$ cat config.mk
export PLATFORM = sky130hd
export DESIGN_NAME = stack_push_unit
export DESIGN_NICKNAME = d
export VERILOG_FILES = /design/src/rtl/pushseq_pkg.sv /design/src/rtl/push_decode.sv /design/src/rtl/pair_select.sv /design/src/rtl/push_timer.sv /design/src/rtl/stack_push_unit.sv
export SDC_FILE = /design/constraint.sdc
export NUM_CORES = 1
export LEC_CHECK = 0
export BUFFER_PORTS_ARGS = -buffer_cell sky130_fd_sc_hd__buf_2
export CAP_MARGIN = 15
export CORE_ASPECT_RATIO = 0.8
export CORE_UTILIZATION = 35
export CTS_CLUSTER_SIZE = 30
export DETAILED_ROUTE_END_ITERATION = 12
export PLACE_DENSITY_LB_ADDON = 0.2
export SLEW_MARGIN = 25
export SYNTH_ARGS = -nofsm -noshare
export SYNTH_HDL_FRONTEND = slang
export SYNTH_SLANG_ARGS = --single-unit
export TNS_END_PERCENT = 20
$ cat constraint.sdc
create_clock -name clk -period 4.8 [get_ports clk]
set_input_delay 0.24 -clock clk [delete_from_list [all_inputs] [get_ports clk]]
set_output_delay 0.24 -clock clk [all_outputs]
set_load 0.01 [all_outputs]
$ cat src/rtl/pushseq_pkg.sv
// Package: shared constants and types for the register-pair push sequencer.
// Assumes an 8-bit data path with 16-bit addresses and register pairs.
package pushseq_pkg;

    localparam int BYTE_W = 8;
    localparam int WORD_W = 2 * BYTE_W;

    // Opcode shape for push: top two bits and low nibble are fixed.
    localparam logic [1:0] PUSH_TOP_BITS = 2'b11;
    localparam logic [3:0] PUSH_LOW_BITS = 4'b0101;
    localparam int         SEL_LSB       = 4;

    typedef enum logic [1:0] {
        SEL_BC = 2'b00,
        SEL_DE = 2'b01,
        SEL_HL = 2'b10,
        SEL_AF = 2'b11
    } pair_sel_e;

endpackage

$ cat src/rtl/push_decode.sv
// Module: push_decode
// Recognises the push opcode shape and extracts the two-bit pair field.
// Purely combinational; assumes the caller qualifies the result with its strobe.
module push_decode
    import pushseq_pkg::*;
(
    input  logic [BYTE_W-1:0] opcode,
    output logic              is_push,
    output pair_sel_e         sel
);

    // Shape match on fixed bits and field extraction.
    always_comb begin
        is_push = (opcode[BYTE_W-1 -: 2] == PUSH_TOP_BITS) &&
                  (opcode[3:0] == PUSH_LOW_BITS);
        sel     = pair_sel_e'(opcode[SEL_LSB +: 2]);
    end

endmodule

$ cat src/rtl/pair_select.sv
// Module: pair_select
// Four-way source multiplexer for the pushed word. Code 3 forms the word
// from accumulator (high byte) and flag byte (low byte); assumes stable inputs.
module pair_select
    import pushseq_pkg::*;
(
    input  pair_sel_e         sel,
    input  logic [WORD_W-1:0] pair_bc,
    input  logic [WORD_W-1:0] pair_de,
    input  logic [WORD_W-1:0] pair_hl,
    input  logic [BYTE_W-1:0] acc,
    input  logic [BYTE_W-1:0] flags,
    output logic [WORD_W-1:0] word
);

    // Select the source word for the current field code.
    always_comb begin
        unique case (sel)
            SEL_BC:  word = pair_bc;
            SEL_DE:  word = pair_de;
            SEL_HL:  word = pair_hl;
            default: word = {acc, flags};
        endcase
    end

endmodule

$ cat src/rtl/push_timer.sv
// Module: push_timer
// Counts clock states of one push: a fetch machine cycle followed by two
// write machine cycles. State 0 is idle. Assumes go is only raised while idle.
module push_timer #(
    parameter int FETCH_ST = 6,
    parameter int WRITE_ST = 3
) (
    input  logic clk,
    input  logic rst_n,
    input  logic go,
    output logic busy,
    output logic wr_hi,
    output logic wr_lo,
    output logic wr_strobe,
    output logic last
);

    localparam int TOTAL_ST = FETCH_ST + 2 * WRITE_ST;
    localparam int TS_W     = $clog2(TOTAL_ST + 1);
    localparam logic [TS_W-1:0] HI_FIRST = TS_W'(FETCH_ST + 1);
    localparam logic [TS_W-1:0] HI_LAST  = TS_W'(FETCH_ST + WRITE_ST);
    localparam logic [TS_W-1:0] LO_FIRST = TS_W'(FETCH_ST + WRITE_ST + 1);
    localparam logic [TS_W-1:0] LO_LAST  = TS_W'(TOTAL_ST);
    localparam logic [TS_W-1:0] HI_STB   = TS_W'(FETCH_ST + 1 + WRITE_ST / 2);
    localparam logic [TS_W-1:0] LO_STB   = TS_W'(FETCH_ST + WRITE_ST + 1 + WRITE_ST / 2);

    logic [TS_W-1:0] tstate;

    // State counter: load 1 on go, advance while running, return to idle after the last state.
    always_ff @(posedge clk) begin
        if (!rst_n)
            tstate <= '0;
        else if (go)
            tstate <= TS_W'(1);
        else if (tstate == LO_LAST)
            tstate <= '0;
        else if (tstate != '0)
            tstate <= tstate + TS_W'(1);
    end

    // Machine-cycle phase decode from the state number.
    always_comb begin
        busy      = (tstate != '0);
        wr_hi     = (tstate >= HI_FIRST) && (tstate <= HI_LAST);
        wr_lo     = (tstate >= LO_FIRST) && (tstate <= LO_LAST);
        wr_strobe = (tstate == HI_STB) || (tstate == LO_STB);
        last      = (tstate == LO_LAST);
    end

    AST_GO_WHILE_IDLE: assert property (@(posedge clk) disable iff (!rst_n)
        go |-> !busy);
    AST_LAST_RETURNS_IDLE: assert property (@(posedge clk) disable iff (!rst_n)
        last |=> !busy);
    AST_RUN_CONTINUES: assert property (@(posedge clk) disable iff (!rst_n)
        (busy && !last) |=> busy);

endmodule

$ cat src/rtl/stack_push_unit.sv
// Module: stack_push_unit (top)
// Executes the push-register-pair instruction. It holds the stack pointer,
// captures the chosen pair when a push is accepted, writes the high byte
// to SP-1 and then the low byte to SP-2, and drops SP by two after the last
// state. Assumes single-byte opcodes and a memory that takes one strobe per byte.
module stack_push_unit
    import pushseq_pkg::*;
#(
    parameter int                FETCH_ST = 6,
    parameter int                WRITE_ST = 3,
    parameter logic [WORD_W-1:0] SP_RESET = '0
) (
    input  logic              clk,
    input  logic              rst_n,
    input  logic              start,
    input  logic [BYTE_W-1:0] opcode,
    input  logic [WORD_W-1:0] pair_bc,
    input  logic [WORD_W-1:0] pair_de,
    input  logic [WORD_W-1:0] pair_hl,
    input  logic [BYTE_W-1:0] acc,
    input  logic [BYTE_W-1:0] flags,
    input  logic              sp_load,
    input  logic [WORD_W-1:0] sp_load_val,
    output logic [WORD_W-1:0] sp_value,
    output logic [WORD_W-1:0] mem_addr,
    output logic [BYTE_W-1:0] mem_wdata,
    output logic              mem_we,
    output logic              busy,
    output logic              done,
    output logic              illegal_op
);

    logic              is_push;
    pair_sel_e         sel;
    logic [WORD_W-1:0] src_word;
    logic [WORD_W-1:0] held_word;
    logic [WORD_W-1:0] sp_q;
    logic              illegal_q;
    logic              go;
    logic              run;
    logic              wr_hi;
    logic              wr_lo;
    logic              wr_strobe;
    logic              last;

    push_decode u_decode (
        .opcode  (opcode),
        .is_push (is_push),
        .sel     (sel)
    );

    pair_select u_select (
        .sel     (sel),
        .pair_bc (pair_bc),
        .pair_de (pair_de),
        .pair_hl (pair_hl),
        .acc     (acc),
        .flags   (flags),
        .word    (src_word)
    );

    push_timer #(
        .FETCH_ST (FETCH_ST),
        .WRITE_ST (WRITE_ST)
    ) u_timer (
        .clk       (clk),
        .rst_n     (rst_n),
        .go        (go),
        .busy      (run),
        .wr_hi     (wr_hi),
        .wr_lo     (wr_lo),
        .wr_strobe (wr_strobe),
        .last      (last)
    );

    // Accept a push only when idle and the opcode has the push shape.
    always_comb go = start && !run && is_push;

    // Capture the source word on the accepting edge.
    always_ff @(posedge clk) begin
        if (!rst_n)
            held_word <= '0;
        else if (go)
            held_word <= src_word;
    end

    // Stack pointer: drop by two after the last state; load only while idle.
    always_ff @(posedge clk) begin
        if (!rst_n)
            sp_q <= SP_RESET;
        else if (last)
            sp_q <= sp_q - WORD_W'(2);
        else if (sp_load && !run)
            sp_q <= sp_load_val;
    end

    // One-clock flag for a rejected opcode strobe.
    always_ff @(posedge clk) begin
        if (!rst_n)
            illegal_q <= 1'b0;
        else
            illegal_q <= start && !run && !is_push;
    end

    // Memory bus: high byte to SP-1, then low byte to SP-2; zero outside writes.
    always_comb begin
        if (wr_lo) begin
            mem_addr  = sp_q - WORD_W'(2);
            mem_wdata = held_word[BYTE_W-1:0];
        end else if (wr_hi) begin
            mem_addr  = sp_q - WORD_W'(1);
            mem_wdata = held_word[WORD_W-1:BYTE_W];
        end else begin
            mem_addr  = '0;
            mem_wdata = '0;
        end
        mem_we     = wr_strobe;
        busy       = run;
        done       = last;
        sp_value   = sp_q;
        illegal_op = illegal_q;
    end

    AST_SP_STEP: assert property (@(posedge clk) disable iff (!rst_n)
        done |=> (sp_value == $past(sp_value) - WORD_W'(2)));
    AST_SP_FROZEN_IN_RUN: assert property (@(posedge clk) disable iff (!rst_n)
        (busy && !done) |=> $stable(sp_value));
    AST_WE_ONLY_BUSY: assert property (@(posedge clk) disable iff (!rst_n)
        mem_we |-> busy);
    AST_DONE_PULSE: assert property (@(posedge clk) disable iff (!rst_n)
        done |=> !done);
    AST_ILLEGAL_IDLE: assert property (@(posedge clk) disable iff (!rst_n)
        illegal_op |-> (!busy && !mem_we));

endmodule

==> flow_summary_export.csv <==
group,metric,value,unit
grt,gr-total-overflow,0,
timing,fmaxAchievable,0.332,GHz
clocking,cts_tree,"yes",
logic_synthesis,synthTopCellsByArea,"dfxtp_1, mux4_2, a22o_1, a21oi_1, nor2_1",
logic_synthesis,synth_top_area_share,0.277,
floorplan,start_util,0.361,
logic_synthesis,ys_types,52,
status,status,"complete, no violations",
placement,dp_slack,2.13,ns
clocking,numCtsBuffers,5,
placement,place_area,3400,um^2
floorplan,io_pins,136,
min_path,hp-class,"in -> reg",
route,postRouteAntennaNets,0,
timing,finalCritPeriodShare,0.628,
route,wl_per_cell,15.7,um
timing,whs,0.178,ns
grt,track_usage,0.214,
pwr,p_leak,1.60,nW
floorplan,coreArea,7390,um^2
logic_synthesis,yosysSeqAreaShare,0.277,
finish,fin_nets,524,
logic_synthesis,ys_ff_latch,37,
logic_synthesis,syn_area,2670,um^2
timing,maxSlewViolCount,0,
clocking,cts_resized,0,
timing,rsz0062_at_grt,"no",
run,drv_cap,0,
floorplan,row_count,28,
setup_path,arrival,2.78,ns
finish,utilization,0.473,
logic_synthesis,ys_warn_count,0,
timing,tightestPinTransition,0.779,ns
setup_path,cp_max_fo,8,
finish,fin_cells,531,
clocking,root_buffer,"clkbuf_8",
clocking,cts_buffer_depth,2,
clocking,clk-insertion-delay-late,0.30,ns
floorplan,die_area,7990,um^2
route,drt-pass1-iter-count,4,
route,viasPerCell,5.40,
finish,drive_gt1_frac,0.413,
floorplan,die_y,80.1,um
timing,setup_tns,0,ns
placement,dp_cells,523,
finish,area.growth.synth_to_final,30.8,%
timing,setup_slack,1.78,ns
route,drcViolationCount,0,
setup_path,r2r_setup_slack,2.24,ns
logic_synthesis,syn_inst,302,
placement,portBuffers,135,
pwr,fin_total_pwr,0.996,mW
route,drt_iter0_drc,177,
grt,grt_max_degree,18,
timing,relSlewSlack,0.477,
finish,design_area,3490,um^2
logic_synthesis,yosysTopAreaCell,"dfxtp_1",
grt,grt_pass1_wl,13.5,mm
setup_path,start_kind,"register",
timing,skew,0.0106,ns
setup_path,path_class,"reg -> out",
finish,antenna_cells,0,
placement,place_hpwl,6.46,mm
timing,timing.final.hold_violations,0,
grt,grt_pass1_vias,2738,
route,drt-total-wl,8.32,mm
clocking,h-tree-depth,2,
clocking,cts_num_sinks,37,
timing,finalSetupViolations,0,
floorplan,die-width,99.7,um
grt,antenna_found_initial,0,
timing,layout_min_cycle_time,3.02,ns
logic_synthesis,synth-edff-count,0,
setup_path,cp-end-kind,"output port",
clocking,postCtsSetupRepairBufs,0,
placement,finalWeightedCongestion,0.853,
logic_synthesis,syn_area_per_cell,8.85,um^2
logic_synthesis,async_reset_ff_frac,0,
logic_synthesis,ys.flop_type,"dfxtp_1",
pwr,ir_drop,0.000142,V
setup_path,cp_data_required_time,4.56,ns
logic_synthesis,syn-num-nets,401,
clocking,ctsHoldBuffers,0,
clocking,path_clk_slew,0.09,ns
pwr,power.density,285,nW/um^2
route,dr_total_vias,2866,
==> kinds of logic after synthesis <==
group,share of synthesized area
DFF,0.277
xor gates and xnor gates,0.00984
AOI/OAI and AO/OA,0.290
buffers and inverters,0.0525
muxes,0.147
and+or+nand+nor,0.191
adders and majority gates,0.0328
==> final cells by class <==
type / count / area (um^2)
Inverter: 11 / 41.3
Clock inverter: 3 / 22.5
Timing Repair Buffer: 138 / 698
Fill cell: 756 / 3900
Tap cell: 105 / 131
Clock buffer: 5 / 68.8
Multi-Input combinational cell: 232 / 1790
Sequential cell: 37 / 741
==> power breakdown <==
group	total, mW	switching, mW	internal [mW]
clock network	0.227	0.124	0.103
registers	0.380	0.0484	0.332
logic	0.388	0.210	0.178
==> critical path: stages (launching register included) <==
cell     delay, ns
dfxtp_1       0.46
inv_1         0.12
ha_1          0.19
or2_2         0.31
a32oi_1       0.65
o22ai_2       0.21
and2_1        0.24
a22o_1        0.20
buf_2         0.13
==> state kept, by name, summed over array words and instances (netlist names) <==
| signal | cells |
|---|---|
| held_word | 16 |
| illegal_op | 1 |
| u_timer.tstate | 4 |
| sp_value | 16 |
==> placed cells by master (no fill, tap or decap), drive strengths merged, types with 6 or more instances in the layout <==
master,count
a22o,25
o22ai,6
dfxtp,37
inv,11
buf,138
nand2,17
a21oi,30
a311oi,7
mux4,16
nor2,27
o21ai,19
nor3,10
ha,7
==> synth_stat cells (2+ instances only) <==
master     n
dfxtp_1   37
a21oi_1   30
nor2_1    26
a22o_1    25
o21ai_0   18
nand2_1   17
mux4_2    16
clkbuf_1  14
inv_1     11
nor3_1    10
a311oi_1   7
buf_2      7
ha_1       7
a221oi_1   5
o22ai_1    5
nand3_1    4
nand4_1    4
o21a_1     4
a21o_1     3
and2_1     3
nor3b_1    3
or3_4      3
xnor2_1    3
a22oi_1    2
a31oi_1    2
a32oi_1    2
and3_1     2
and3_2     2
mux2i_1    2
nor2b_1    2
nor4_1     2
nor4bb_1   2
or2_2      2
or3_1      2
==> layer usage <==
layer  vias to the layer above  global-route usage  part of all wire
li1                       1422                   -                 -
met1                      1312               0.271              0.46
met2                       125               0.368              0.46
met3                         7              0.0487             0.079
met4                         0              0.0544            0.0089
met5                         -                   0                 0
==> worst paths after layout <==
path / start / end / depth (start not counted)
worst max-delay path: u_timer.tstate[1]$_SDFFE_PP0P_ / mem_addr[10] / 8
worst max register to register: u_timer.tstate[1]$_SDFFE_PP0P_ / sp_value[8]$_SDFFE_PN0P_ / 8
worst min register to register: held_word[14]$_SDFFE_PN0P_ / held_word[14]$_SDFFE_PN0P_ / 1
worst min-delay path: sp_load_val[6] / sp_value[6]$_SDFFE_PN0P_ / 3
No activity file was read; power rests on OpenSTA's default activity.
